`config.mk`:
```
export PLATFORM = sky130hd
export DESIGN_NAME = mii_lpbk_ctrl
export DESIGN_NICKNAME = d
export VERILOG_FILES = /design/src/rtl/mii_lpbk_pkg.sv /design/src/rtl/mii_in_gate.sv /design/src/rtl/mii_sqe_gen.sv /design/src/rtl/mii_route.sv /design/src/rtl/mii_lpbk_ctrl.sv
export SDC_FILE = /design/constraint.sdc
export NUM_CORES = 1
export LEC_CHECK = 0
export ABC_AREA = 1
export CAP_MARGIN = 10
export CELL_PAD_IN_SITES_DETAIL_PLACEMENT = 1
export CELL_PAD_IN_SITES_GLOBAL_PLACEMENT = 2
export CORE_MARGIN = 2
export CORE_UTILIZATION = 26
export DETAILED_ROUTE_END_ITERATION = 16
export PLACE_DENSITY = 0.85
export SYNTH_ARGS = -nofsm -noshare
export SYNTH_HDL_FRONTEND = slang
export SYNTH_SLANG_ARGS = --single-unit
```
`constraint.sdc`:
```
create_clock -name clk -period 1.7 [get_ports clk]
set_clock_uncertainty 0.2 [all_clocks]
set_input_delay 0.425 -clock clk [delete_from_list [all_inputs] [get_ports clk]]
set_output_delay 0.425 -clock clk [all_outputs]
set_load 0.005 [all_outputs]
```
`src/rtl/mii_lpbk_pkg.sv`:
```
package mii_lpbk_pkg;

   typedef struct packed {
      logic mac_lpbk;
      logic sw_lpbk;
      logic isolate;
      logic mac_col_test;
      logic sw_col_test;
      logic sqe_off;
      logic rmii;
   } lp_cfg_t;

   typedef enum logic [1:0] {
      SQE_IDLE  = 2'd0,
      SQE_WAIT  = 2'd1,
      SQE_PULSE = 2'd2
   } sqe_st_t;

   localparam int RMII_BITS = 2;

endpackage

```
`src/rtl/mii_in_gate.sv`:
```
module mii_in_gate #(
   parameter int DATA_W = 4
) (
   input  logic              force_idle,
   input  logic              rmii,
   input  logic [DATA_W-1:0] txd,
   input  logic              txen,
   output logic [DATA_W-1:0] txd_g,
   output logic              txen_g
);
   import mii_lpbk_pkg::*;

   localparam int LOW_W = (DATA_W < RMII_BITS) ? DATA_W : RMII_BITS;

   assign txen_g = txen & ~force_idle;

   assign txd_g[LOW_W-1:0] = force_idle ? '0 : txd[LOW_W-1:0];

   generate
      if (DATA_W > RMII_BITS) begin : g_upper
         assign txd_g[DATA_W-1:LOW_W] = (force_idle | rmii) ? '0 : txd[DATA_W-1:LOW_W];
      end
   endgenerate

endmodule

```
`src/rtl/mii_sqe_gen.sv`:
```
module mii_sqe_gen #(
   parameter int SQE_DLY = 4,
   parameter int SQE_LEN = 3
) (
   input  logic clk,
   input  logic rst_n,
   input  logic en,
   input  logic txen,
   output logic sqe
);
   import mii_lpbk_pkg::*;

   localparam int MAXC = (SQE_DLY > SQE_LEN) ? SQE_DLY : SQE_LEN;
   localparam int CW   = $clog2(MAXC + 1);
   localparam logic [CW-1:0] DLY_END = CW'(SQE_DLY - 1);
   localparam logic [CW-1:0] LEN_END = CW'(SQE_LEN - 1);

   sqe_st_t       st;
   logic [CW-1:0] cnt;
   logic          txen_q;

   always_ff @(posedge clk or negedge rst_n) begin
      if (!rst_n) begin
         st     <= SQE_IDLE;
         cnt    <= '0;
         txen_q <= 1'b0;
      end else begin
         txen_q <= txen;
         case (st)
            SQE_IDLE: begin
               if (en && txen_q && !txen) begin
                  st  <= SQE_WAIT;
                  cnt <= '0;
               end
            end
            SQE_WAIT: begin
               if (txen) begin
                  st <= SQE_IDLE;
               end else if (cnt == DLY_END) begin
                  st  <= SQE_PULSE;
                  cnt <= '0;
               end else begin
                  cnt <= cnt + 1'b1;
               end
            end
            SQE_PULSE: begin
               if (txen || cnt == LEN_END) begin
                  st  <= SQE_IDLE;
                  cnt <= '0;
               end else begin
                  cnt <= cnt + 1'b1;
               end
            end
            default: st <= SQE_IDLE;
         endcase
      end
   end

   assign sqe = (st == SQE_PULSE) & en;

endmodule

```
`src/rtl/mii_route.sv`:
```
module mii_route #(
   parameter int DATA_W = 4
) (
   input  mii_lpbk_pkg::lp_cfg_t cfg,
   input  logic [DATA_W-1:0]     m_txd,
   input  logic                  m_en,
   input  logic [DATA_W-1:0]     s_txd,
   input  logic                  s_en,
   input  logic                  sqe,
   output logic [DATA_W-1:0]     m_rxd,
   output logic                  m_rxdv,
   output logic                  m_col,
   output logic                  m_crs,
   output logic [DATA_W-1:0]     s_rxd,
   output logic                  s_rxdv,
   output logic                  s_col,
   output logic                  s_crs
);

   logic both_en;
   assign both_en = m_en & s_en;

   // MAC-facing side
   always_comb begin
      if (cfg.mac_lpbk) begin
         m_rxd  = m_txd;
         m_rxdv = m_en;
         m_crs  = m_en;
         m_col  = cfg.mac_col_test & ~cfg.rmii & m_en;
      end else if (cfg.sw_lpbk) begin
         m_rxd  = '0;
         m_rxdv = 1'b0;
         m_crs  = m_en;
         m_col  = sqe;
      end else begin
         m_rxd  = s_txd;
         m_rxdv = s_en;
         m_crs  = m_en | s_en;
         m_col  = both_en | sqe;
      end
   end

   // Switch-facing side
   always_comb begin
      if (cfg.sw_lpbk) begin
         s_rxd  = s_txd;
         s_rxdv = s_en;
         s_crs  = s_en;
         s_col  = cfg.sw_col_test & s_en;
      end else if (cfg.mac_lpbk) begin
         s_rxd  = '0;
         s_rxdv = 1'b0;
         s_crs  = 1'b0;
         s_col  = 1'b0;
      end else begin
         s_rxd  = m_txd;
         s_rxdv = m_en;
         s_crs  = m_en | s_en;
         s_col  = both_en;
      end
   end

endmodule

```
`src/rtl/mii_lpbk_ctrl.sv`:
```
module mii_lpbk_ctrl #(
   parameter int DATA_W  = 4,
   parameter int SQE_DLY = 4,
   parameter int SQE_LEN = 3,
   parameter bit HAS_SQE = 1'b1
) (
   input  logic              clk,
   input  logic              rst_n,
   input  logic              cfg_mac_lpbk,
   input  logic              cfg_sw_lpbk,
   input  logic              cfg_isolate,
   input  logic              cfg_mac_col_test,
   input  logic              cfg_sw_col_test,
   input  logic              cfg_sqe_off,
   input  logic              cfg_rmii,
   input  logic [DATA_W-1:0] mac_txd,
   input  logic              mac_txen,
   output logic [DATA_W-1:0] mac_rxd,
   output logic              mac_rxdv,
   output logic              mac_col,
   output logic              mac_crs,
   output logic              mac_oe,
   input  logic [DATA_W-1:0] sw_txd,
   input  logic              sw_txen,
   output logic [DATA_W-1:0] sw_rxd,
   output logic              sw_rxdv,
   output logic              sw_col,
   output logic              sw_crs
);
   import mii_lpbk_pkg::*;

   generate
      if (DATA_W < RMII_BITS) begin : g_bad_w
         $error("DATA_W must be at least 2");
      end
      if (SQE_DLY < 1) begin : g_bad_dly
         $error("SQE_DLY must be at least 1");
      end
      if (SQE_LEN < 1) begin : g_bad_len
         $error("SQE_LEN must be at least 1");
      end
   endgenerate

   lp_cfg_t cfg;
   assign cfg = '{mac_lpbk:     cfg_mac_lpbk,
                  sw_lpbk:      cfg_sw_lpbk,
                  isolate:      cfg_isolate,
                  mac_col_test: cfg_mac_col_test,
                  sw_col_test:  cfg_sw_col_test,
                  sqe_off:      cfg_sqe_off,
                  rmii:         cfg_rmii};

   logic [DATA_W-1:0] m_txd_g, s_txd_g;
   logic              m_en_g, s_en_g;

   mii_in_gate #(.DATA_W(DATA_W)) u_gate_mac (
      .force_idle (cfg.isolate),
      .rmii       (cfg.rmii),
      .txd        (mac_txd),
      .txen       (mac_txen),
      .txd_g      (m_txd_g),
      .txen_g     (m_en_g)
   );

   mii_in_gate #(.DATA_W(DATA_W)) u_gate_sw (
      .force_idle (1'b0),
      .rmii       (cfg.rmii),
      .txd        (sw_txd),
      .txen       (sw_txen),
      .txd_g      (s_txd_g),
      .txen_g     (s_en_g)
   );

   logic sqe_en, sqe;
   assign sqe_en = ~cfg.sqe_off & ~cfg.rmii & ~cfg.mac_lpbk;

   generate
      if (HAS_SQE) begin : g_sqe
         mii_sqe_gen #(.SQE_DLY(SQE_DLY), .SQE_LEN(SQE_LEN)) u_sqe (
            .clk   (clk),
            .rst_n (rst_n),
            .en    (sqe_en),
            .txen  (m_en_g),
            .sqe   (sqe)
         );
      end else begin : g_no_sqe
         assign sqe = 1'b0;
      end
   endgenerate

   logic [DATA_W-1:0] m_rxd_d, s_rxd_d;
   logic              m_rxdv_d, m_col_d, m_crs_d;
   logic              s_rxdv_d, s_col_d, s_crs_d;

   mii_route #(.DATA_W(DATA_W)) u_route (
      .cfg    (cfg),
      .m_txd  (m_txd_g),
      .m_en   (m_en_g),
      .s_txd  (s_txd_g),
      .s_en   (s_en_g),
      .sqe    (sqe),
      .m_rxd  (m_rxd_d),
      .m_rxdv (m_rxdv_d),
      .m_col  (m_col_d),
      .m_crs  (m_crs_d),
      .s_rxd  (s_rxd_d),
      .s_rxdv (s_rxdv_d),
      .s_col  (s_col_d),
      .s_crs  (s_crs_d)
   );

   always_ff @(posedge clk or negedge rst_n) begin
      if (!rst_n) begin
         mac_rxd  <= '0;
         mac_rxdv <= 1'b0;
         mac_col  <= 1'b0;
         mac_crs  <= 1'b0;
         mac_oe   <= 1'b0;
         sw_rxd   <= '0;
         sw_rxdv  <= 1'b0;
         sw_col   <= 1'b0;
         sw_crs   <= 1'b0;
      end else begin
         mac_rxd  <= m_rxd_d;
         mac_rxdv <= m_rxdv_d;
         mac_col  <= m_col_d;
         mac_crs  <= m_crs_d;
         mac_oe   <= ~cfg.isolate;
         sw_rxd   <= s_rxd_d;
         sw_rxdv  <= s_rxdv_d;
         sw_col   <= s_col_d;
         sw_crs   <= s_crs_d;
      end
   end

endmodule

```
; Word-level counts from Yosys, hierarchy flattened
; Cells that the tools add are included.
[classes]
addsub = 1
eq_ne = 8
mux = 29
bitwise_logic = 15
n_reduce_logical = 8
[op_table]
columns = op, count
row1 = 4-bit 2-to-1 mux, 4
row2 = 2-bit 2-to-1 mux, 7
row3 = 1-bit 2-to-1 mux, 12
row4 = 3-bit 2-to-1 mux, 4
row5 = 3-bit case mux with 3 select lines, 1
row6 = 1-bit bitwise AND, 8
row7 = "3-bit by 2-bit equality test with 1-bit output, second input constant", 2
row8 = 2-bit case mux with 3 select lines, 1
row9 = 3-bit AND reduction, 2
row10 = "2-bit by 1-bit != test with 1-bit output, second input constant", 2
row11 = 1-bit NOT, 4
row12 = "3-bit by 1-bit adder with 3-bit output, second input constant", 1
row13 = "3-bit by 1-bit != test with 1-bit output, second input constant", 1
row14 = 1-bit OR, 3
row15 = 3-bit nonzero test, 1
row16 = "2-bit by 1-bit equality test with 1-bit output, second input constant", 1
row17 = "2-bit equality test, second input constant", 1
row18 = 1-bit logical AND, 2
row19 = 2-bit logical NOT, 1
row20 = "2-bit != test, second input constant", 1
row21 = 1-bit logical NOT, 1
row22 = 1-bit logical OR, 1
[totals]
register_bits = 21
in_bits = 19
out_inout_bits = 15

; Depth between registers and ports, before layout
; Gate-level depths: netlist of run 1.
[depth]
word_depth = 7
depth_mapped = 9
mapped_depth_nobuf = 9

; Hierarchy
; Synthesis of run 1 repeated with hierarchy kept, for this count alone.
[hier_totals]
hier_cells = 148
hier_area_um2 = 1142.3
[modules_own_cells]
columns = module, instances, cells_each, area_per_inst_um2, seq_area_each_um2
row1 = mii_sqe_gen, 1, 64, 459.2, 150.1
row2 = mii_lpbk_ctrl, 1, 21, 400.4, 375.4
row3 = mii_route, 1, 37, 185.2, 0.0
row4 = mii_in_gate, 2, 13, 48.8, 0.0

; Least setup slack after synthesis of run 1
; OpenSTA, ideal clock, no wires.
[synth_path]
path_kind = reg-to-reg
start = register g_sqe.u_sqe.cnt[0]
end = register g_sqe.u_sqe.cnt[2]
setup_time_ns = 0.076
t_arrival_ns = 1.157
required_ns = 1.424
setup_slack_ns = 0.267
stages_incl_launch_ff = 8
period_less_slack_ns = 1.433
cell_sequence = dfrtp_1 ha_1 ha_1 inv_1 nand4_1 nand2_1 nand2_1 o21ai_1
[synth_between]
elab_chain_len = 4
[synth_lines]
columns = item, line
row1 = from (decl), mii_sqe_gen.sv:19  ; logic [CW-1:0] cnt;
row2 = from (signal assigned), mii_sqe_gen.sv:43  ; cnt <= cnt + 1'b1;
row3 = from (signal assigned), mii_sqe_gen.sv:51  ; cnt <= cnt + 1'b1;
row4 = 3-bit by 1-bit adder with 3-bit output (tied with other cells), "mii_sqe_gen.sv:43, mii_sqe_gen.sv:51"
row5 = 3-bit 2-to-1 mux / 1-bit logical OR (equally long branches), "mii_sqe_gen.sv:39, mii_sqe_gen.sv:47"
row6 = "3-bit 2-to-1 mux, on equally long branches", "mii_sqe_gen.sv:37, mii_sqe_gen.sv:47"
row7 = 3-bit case mux with 3 select lines (*), mii_sqe_gen.sv:29  ; case (st)
; Every way passes the cells marked *; elsewhere a longest branch is shown, timed or not. The select of a mux whose other input is x is not followed.
; A chain may end at the register's enable or synchronous reset.

; Final worst setup path of run 1
[layout_path]
start = input port cfg_mac_lpbk
end = register g_sqe.u_sqe.cnt[1]
[layout_between]
elab_chain_len = 6
[layout_lines]
columns = item, line
row1 = from (decl), mii_lpbk_ctrl.sv:9  ; input logic cfg_mac_lpbk,
row2 = 1-bit NOT, mii_lpbk_ctrl.sv:75  ; assign sqe_en = ~cfg.sqe_off & ~cfg.rmii & ~cfg.mac_lpbk;
row3 = 1-bit bitwise AND, mii_lpbk_ctrl.sv:75
row4 = 1-bit logical AND (2 in series), mii_sqe_gen.sv:31  ; if (en && txen_q && !txen) begin
row5 = 2-bit by 1-bit != test with 1-bit output (no source line), --
row6 = 3-bit AND reduction (no source line), --
; No other way between the ends.

==> results of run 1 <==
[final cells by class]
type	count	area (sq um)
inverters	19	71.3
fillers	471	2400
clock buffers	4	45.0
repair buffers	43	389
multi-input cells	72	448
well taps	50	62.6
flip-flops and latches	21	526
[layer usage]
metal	share of wire	GRT usage	wire length, um	up-vias
met1	0.39	0.143	1050	434
met2	0.54	0.272	1430	30
met4	0	0.0153	0	0
li1	-	-	-	451
met3	0.072	0.0250	192	0
met5	0	0	0	-
[where the power goes]
part | switching, uW | internal (uW) | leakage (uW) | total, uW
sequential | 44.2 | 562 | 0.000273 | 606
clock | 157 | 167 | 0.0000228 | 323
combinational | 321 | 251 | 0.000508 | 571
total | 521 | 979 | 0.000805 | 1500
[sequential cells by signal (all words and copies together) (netlist names), 2 cells and up]
| name | flops |
|---|---|
| g_sqe.u_sqe.cnt | 3 |
| g_sqe.u_sqe.st | 2 |
| mac_rxd | 4 |
| sw_rxd | 4 |
[synth_stat cells]
cell type / n / area, sq um
nor2_4: 1 / 11.3
nand2_1: 26 / 97.6
o21ai_1: 3 / 15.0
inv_1: 14 / 52.6
inv_2: 5 / 18.8
nand2_2: 4 / 25.0
nand4_1: 2 / 12.5
nor2_2: 1 / 6.26
nand3_1: 9 / 45.0
nand3_2: 1 / 10.0
o21ai_2: 1 / 8.76
nand2_4: 3 / 33.8
nand3b_1: 1 / 7.51
dfrtp_1: 21 / 526
o22ai_1: 8 / 50.1
nor2_1: 2 / 7.51
o21ai_0: 1 / 5.00
ha_1: 9 / 113
[cell usage in the layout, fill, tap and decap left out]
cell type        instances
dlymetal6s2s_1           1
nand3_1                  9
nand2_1                 26
clkdlybuf4s50_1         17
o22ai_1                  8
nand2_4                  3
dfrtp_1                 21
nor2_1                   2
o21ai_0                  1
clkbuf_1                 1
clkbuf_8                 3
nand2_2                  4
inv_2                    5
nand3b_1                 1
o21ai_1                  3
buf_4                   10
nand3_2                  1
ha_1                     9
o21ai_2                  1
nor2_4                   1
inv_1                   14
dlygate4sd2_1           15
nor2_2                   1
nand4_1                  2
[stage by stage]
stage | instances | total power (uW) | hold slack (ns)
floorplan | 112 | 985 | -0.0706
global placement | 204 | 1170 | 0.313
detailed placement | 204 | 1200 | 0.319
CTS | 208 | 1510 | 0.324
global route | 209 | 1630 | 0.283
finish | 209 | 1500 | 0.264
[final timing paths]
kind                                                   to  cells after the start  slack [ns]
max                        g_sqe.u_sqe.cnt[1]$_DFFE_PN0P_                      9        0.14
min                          g_sqe.u_sqe.txen_q$_DFF_PN0_                      2        0.26
max reg2reg                g_sqe.u_sqe.cnt[2]$_DFFE_PN0P_                      7        0.15
min reg2reg                 g_sqe.u_sqe.st[1]$_DFFE_PN0P_                      2        0.36
max in group asynchronous  g_sqe.u_sqe.cnt[0]$_DFFE_PN0P_                      2        0.77
min in group asynchronous             sw_rxd[2]$_DFF_PN0_                      2        0.32
[worst max-delay path, delay by kind of cell]
| kind | cells | cell delay, ns |
|---|---|---|
| AOI/OAI and AO/OA | 1 | 0.07 |
| buffers and inverters | 2 | 0.55 |
| and+or+nand+nor | 6 | 0.46 |
[cells by family (layout without fill, tap and decap cells)]
group	Yosys count	count (layout)	synth area share
flops	21	21	0.503
buf+inv	19	66	0.0683
fa+ha+maj	9	9	0.108
compound gates	13	13	0.0754
simple gates	50	50	0.246
[repair_timing]
| item | 4_1_cts | 5_1_grt |
|---|---|---|
| endpoints found under the hold margin | 0 | 0 |
| setup buffers | 0 | 1 |
| endpoints found under the setup margin | 15 | 2 |
| gates resized for setup | 15 | 1 |
==> impl_metrics.csv, run 1 <==
group,metric,value,unit
sta,report.final.slew_viol_count,0,
clocking,insertion_delay,0.25,ns
layout,area_delta_synth_final,47.5,%
worst_hold_path,hp-start,"cfg_isolate",
layout,final_util,0.391,
logic_synthesis,synth.yosys.seq_area_share,0.503,
placement,port_buffers,33,
critical_path,worstPathRequired,1.64,ns
clocking,clk_pin_slew,0.08,ns
layout,diodes,0,
sta,hold_viol_final,0,
sta,setup_ws,0.135,ns
floorplanning,initial_core_util,0.265,
detailed_routing,drt_iter0_markers,25,
logic_synthesis,avgSynthCellArea,9.33,sq um
critical_path,critPathKind,"input port to flop",
floorplanning,die_h,67.4,um
critical_path,path_cells,"clkdlybuf4s50_1, inv_2, nand2_1, nor2_2, nand2_2, nand2_4, nand2_4, nand2_1, o21ai_1",
critical_path,rr_startpoint,"g_sqe.u_sqe.cnt[1]$_DFFE_PN0P_",
placement,place_area,0.00151,sq mm
power_and_ir_drop,ir_drop,0.390,mV
layout,drive_gt1_frac,0.182,
logic_synthesis,synthDistinctLibCells,18,
global_routing,grt_pass1_vias,1042,
logic_synthesis,ys_seq_elements,21,
logic_synthesis,synthCells,112,
detailed_routing,ant_nets,0,
clocking,cts_inserted_buffers,3,
flow_run,drv_cap,0,
run_status,outcome,"finished clean",
sta,fmax,639,MHz
floorplanning,die-area,0.00454,sq mm
sta,rsz0062_at_grt,"false",
clocking,clock-root-buffer,"clkbuf_8",
worst_hold_path,hp-class,"input port to flop",
critical_path,critPathLaunchType,"input port",
global_routing,grt_pass1_wl,4530,um
sta,fin_crit_sh,0.921,
global_routing,antenna_found_initial,0,
detailed_routing,dr.pass1.iters,4,
sta,worst_pin_slew,0.275,ns
clocking,clock_sinks,21,
sta,setup-tns-final,0,ns
critical_path,crit_arrival,1.51,ns
logic_synthesis,syn-num-nets,140,
power_and_ir_drop,p_leak,0.000805,uW
global_routing,track_usage,0.133,
floorplanning,rows,23,
floorplanning,io_pins,34,
clocking,cts_hold_buf,0,
detailed_routing,drc,0,
logic_synthesis,syn_area,0.00104,sq mm
sta,slew_headroom,0.817,
sta,setup_viol_count_final,0,
detailed_routing,vias,915,
placement,dp_slack,-0.176,ns
detailed_routing,wl_per_cell,12.8,um
global_routing,grt_max_degree,22,
critical_path,critPathCaptureType,"flop",
clocking,cts_buffer_depth,2,
layout,fin_nets,188,
placement,gp_congestion,0.747,
clocking,h-tree-depth,1,
critical_path,startpoint,"cfg_mac_lpbk",
power_and_ir_drop,power_density,973,mW/mm^2
critical_path,slowest_delay,0.47,ns
detailed_routing,routed_via_density,4.38,
floorplanning,core,0.00394,sq mm
placement,place_hpwl,2250,um
critical_path,cp_max_fo,6,
sta,period_needed,1.56,ns
logic_synthesis,yosysWarnings,0,
layout,fin_area,0.00154,sq mm
clocking,cts_tree,"built",
critical_path,cp_slowest_cell,"clkdlybuf4s50_1",
floorplanning,die_x,67.4,um
global_routing,grt_remaining_overflow,0,
detailed_routing,wl,2680,um
(Power assumes the default switching activity.)
==> inputs of run 2 (changes only) <==
--- a/config.mk
+++ b/config.mk
@@ -12,6 +12,8 @@
 export CORE_MARGIN = 2
 export CORE_UTILIZATION = 26
 export DETAILED_ROUTE_END_ITERATION = 16
+export GPL_ROUTABILITY_DRIVEN = 0
+export GPL_TIMING_DRIVEN = 0
 export PLACE_DENSITY = 0.85
 export SYNTH_ARGS = -nofsm -noshare
 export SYNTH_HDL_FRONTEND = slang
==> impl_metrics.csv, run 2 (synthesis gave the netlist of run 1 again) <==
group,metric,value,unit
critical_path,ff2ff_path_depth,7,
floorplanning,io_pins,34,
critical_path,critPathKind,"input port to flop",
detailed_routing,routed_via_density,4.32,
flow_run,drv_cap,0,
worst_hold_path,hp-class,"input port to flop",
global_routing,grt_remaining_overflow,0,
detailed_routing,drc,0,
floorplanning,die-area,0.00454,sq mm
critical_path,reg2reg_setup_slack,0.18,ns
layout,drive_gt1_frac,0.139,
layout,diodes,0,
floorplanning,die_x,67.4,um
clocking,cts_buffer_depth,2,
layout,area_delta_synth_final,42.3,%
power_and_ir_drop,power_density,989,mW/mm^2
power_and_ir_drop,p_leak,0.000770,uW
clocking,cts_hold_buf,0,
sta,worst_pin_slew,0.953,ns
detailed_routing,dr.pass1.iters,4,
sta,setup_viol_count_final,0,
floorplanning,core,0.00394,sq mm
sta,slew_headroom,0.363,
placement,port_buffers,33,
floorplanning,die_h,67.4,um
detailed_routing,ant_nets,0,
layout,layout_common_cells,"nand2_1 (26), dfrtp_1 (21), clkdlybuf4s50_1 (17)",
layout,fin_area,0.00149,sq mm
critical_path,worstPathRequired,1.64,ns
placement,place_area,0.00144,sq mm
global_routing,track_usage,0.125,
sta,fmax,625,MHz
detailed_routing,maxUsedRoutingLayer,"met4",
worst_hold_path,whs_path_depth,3,
critical_path,r2r_end,"g_sqe.u_sqe.cnt[2]$_DFFE_PN0P_",
clocking,clock-root-buffer,"clkbuf_8",
sta,report.final.slew_viol_count,0,
clocking,cts_tree,"built",
clocking,clk_pin_slew,0.07,ns
run_status,outcome,"finished clean",
critical_path,cp-endpoint,"g_sqe.u_sqe.cnt[1]$_DFFE_PN0P_",
clocking,h-tree-depth,1,
clocking,insertion_delay,0.25,ns
layout,fillCellCount,465,
global_routing,grt_pass1_vias,965,
clocking,cts_inserted_buffers,3,
critical_path,startpoint,"cfg_mac_lpbk",
critical_path,critPathLaunchType,"input port",
detailed_routing,wl_per_cell,12.8,um
sta,setup-tns-final,0,ns
detailed_routing,drt_iter0_markers,17,
critical_path,rr_startpoint,"g_sqe.u_sqe.cnt[0]$_DFFE_PN0P_",
clocking,clock_sinks,21,
placement,place_hpwl,2080,um
floorplanning,rows,23,
detailed_routing,dr_wl_met2,1300,um
sta,fin_crit_sh,0.941,
global_routing,grt_max_degree,22,
layout,final_common_cell,"nand2_1",
sta,period_needed,1.60,ns
layout,reg.largest.list,"mac_rxd: 4 flops, sw_rxd: 4 flops, g_sqe.u_sqe.cnt: 3 flops",
detailed_routing,wl,2580,um
critical_path,critPathCaptureType,"flop",
critical_path,crit_arrival,1.54,ns
detailed_routing,wl_met1,1080,um
detailed_routing,wl_met3,175,um
sta,hold_viol_final,0,
critical_path,cp_max_fo,6,
power_and_ir_drop,power.total,1470,uW
layout,fin_nets,180,
power_and_ir_drop,ir_drop,0.364,mV
floorplanning,initial_core_util,0.265,
global_routing,grt_pass1_wl,4170,um
detailed_routing,vias,868,
global_routing,antenna_found_initial,0,
==> run 2: cell count changes in the layout (fill, tap and decap cells not counted), sizes merged <==
cell  change
buf       -8
==> run 2: routing by layer <==
| metal | vias up | global-route usage |
|---|---|---|
| met3 | 2 | 0.0167 |
| met1 | 402 | 0.129 |
| li1 | 436 | - |
| met5 | - | 0 |
| met2 | 28 | 0.244 |
| met4 | 0 | 0.0612 |
==> run 2: layout make-up <==
class | instances | area (sq um) | area share
flip-flops and latches | 21 | 526 | 0.354
multi-input cells | 72 | 453 | 0.305
repair buffers | 35 | 329 | 0.221
inverters | 19 | 71.3 | 0.0480
well taps | 50 | 62.6 | 0.0421
clock buffers | 4 | 45.0 | 0.0303
==> run 2: how the worst min path moves through the flow <==
stage | start | endpoint | slack [ns]
final | mac_txen | g_sqe.u_sqe.txen_q$_DFF_PN0_ | 0.30
after global routing | mac_txen | g_sqe.u_sqe.txen_q$_DFF_PN0_ | 0.30
after CTS | g_sqe.u_sqe.cnt[0]$_DFFE_PN0P_ | g_sqe.u_sqe.cnt[0]$_DFFE_PN0P_ | 0.33
after detailed placement | g_sqe.u_sqe.cnt[0]$_DFFE_PN0P_ | g_sqe.u_sqe.cnt[0]$_DFFE_PN0P_ | 0.31
after global placement | g_sqe.u_sqe.cnt[0]$_DFFE_PN0P_ | g_sqe.u_sqe.cnt[0]$_DFFE_PN0P_ | 0.30
after floorplan | rst_n | g_sqe.u_sqe.cnt[0]$_DFFE_PN0P_ | -0.07
==> run 2: critical path: stages <==
cell             delay (ns)
clkdlybuf4s50_1        0.47
inv_2                  0.10
nand2_1                0.07
nor2_2                 0.11
nand2_2                0.08
nand2_4                0.09
nand2_4                0.07
nand2_1                0.06
o21ai_1                0.06
==> run 2: what timing repair did <==
| action | in CTS | in global routing |
|---|---|---|
| setup buffers | 0 | 2 |
| gates resized for setup | 15 | 2 |
| endpoints found under the setup margin | 15 | 5 |
| gates cloned | 0 | 0 |
==> run 2: power breakdown <==
group | leakage [uW] | internal (uW) | switching (uW) | total, uW
Clock | 0.0000228 | 166 | 148 | 315
Sequential | 0.000273 | 562 | 44.1 | 606
Combinational | 0.000474 | 228 | 322 | 550
Total | 0.000770 | 957 | 514 | 1470
==> run 2: metrics by stage <==
step                instances  hold slack [ns]  utilization  setup slack [ns]
global placement          195            0.303        0.365            -0.200
finish                    201            0.300        0.377             0.100
global route              201            0.298        0.377          -0.00779
detailed placement        195            0.314        0.365            -0.230
CTS                       199            0.333        0.371            0.0493
floorplan                 112          -0.0706            -             0.267
==> inputs of run 3 (changes only) <==
--- a/config.mk
+++ b/config.mk
@@ -11,6 +11,7 @@
 export CELL_PAD_IN_SITES_GLOBAL_PLACEMENT = 2
 export CORE_MARGIN = 2
 export CORE_UTILIZATION = 26
+export CTS_CLUSTER_SIZE = 16
 export DETAILED_ROUTE_END_ITERATION = 16
 export GPL_ROUTABILITY_DRIVEN = 0
 export GPL_TIMING_DRIVEN = 0
==> results of run 3 <==
The final DEF is identical to that of run 2; final timing and power are the same.
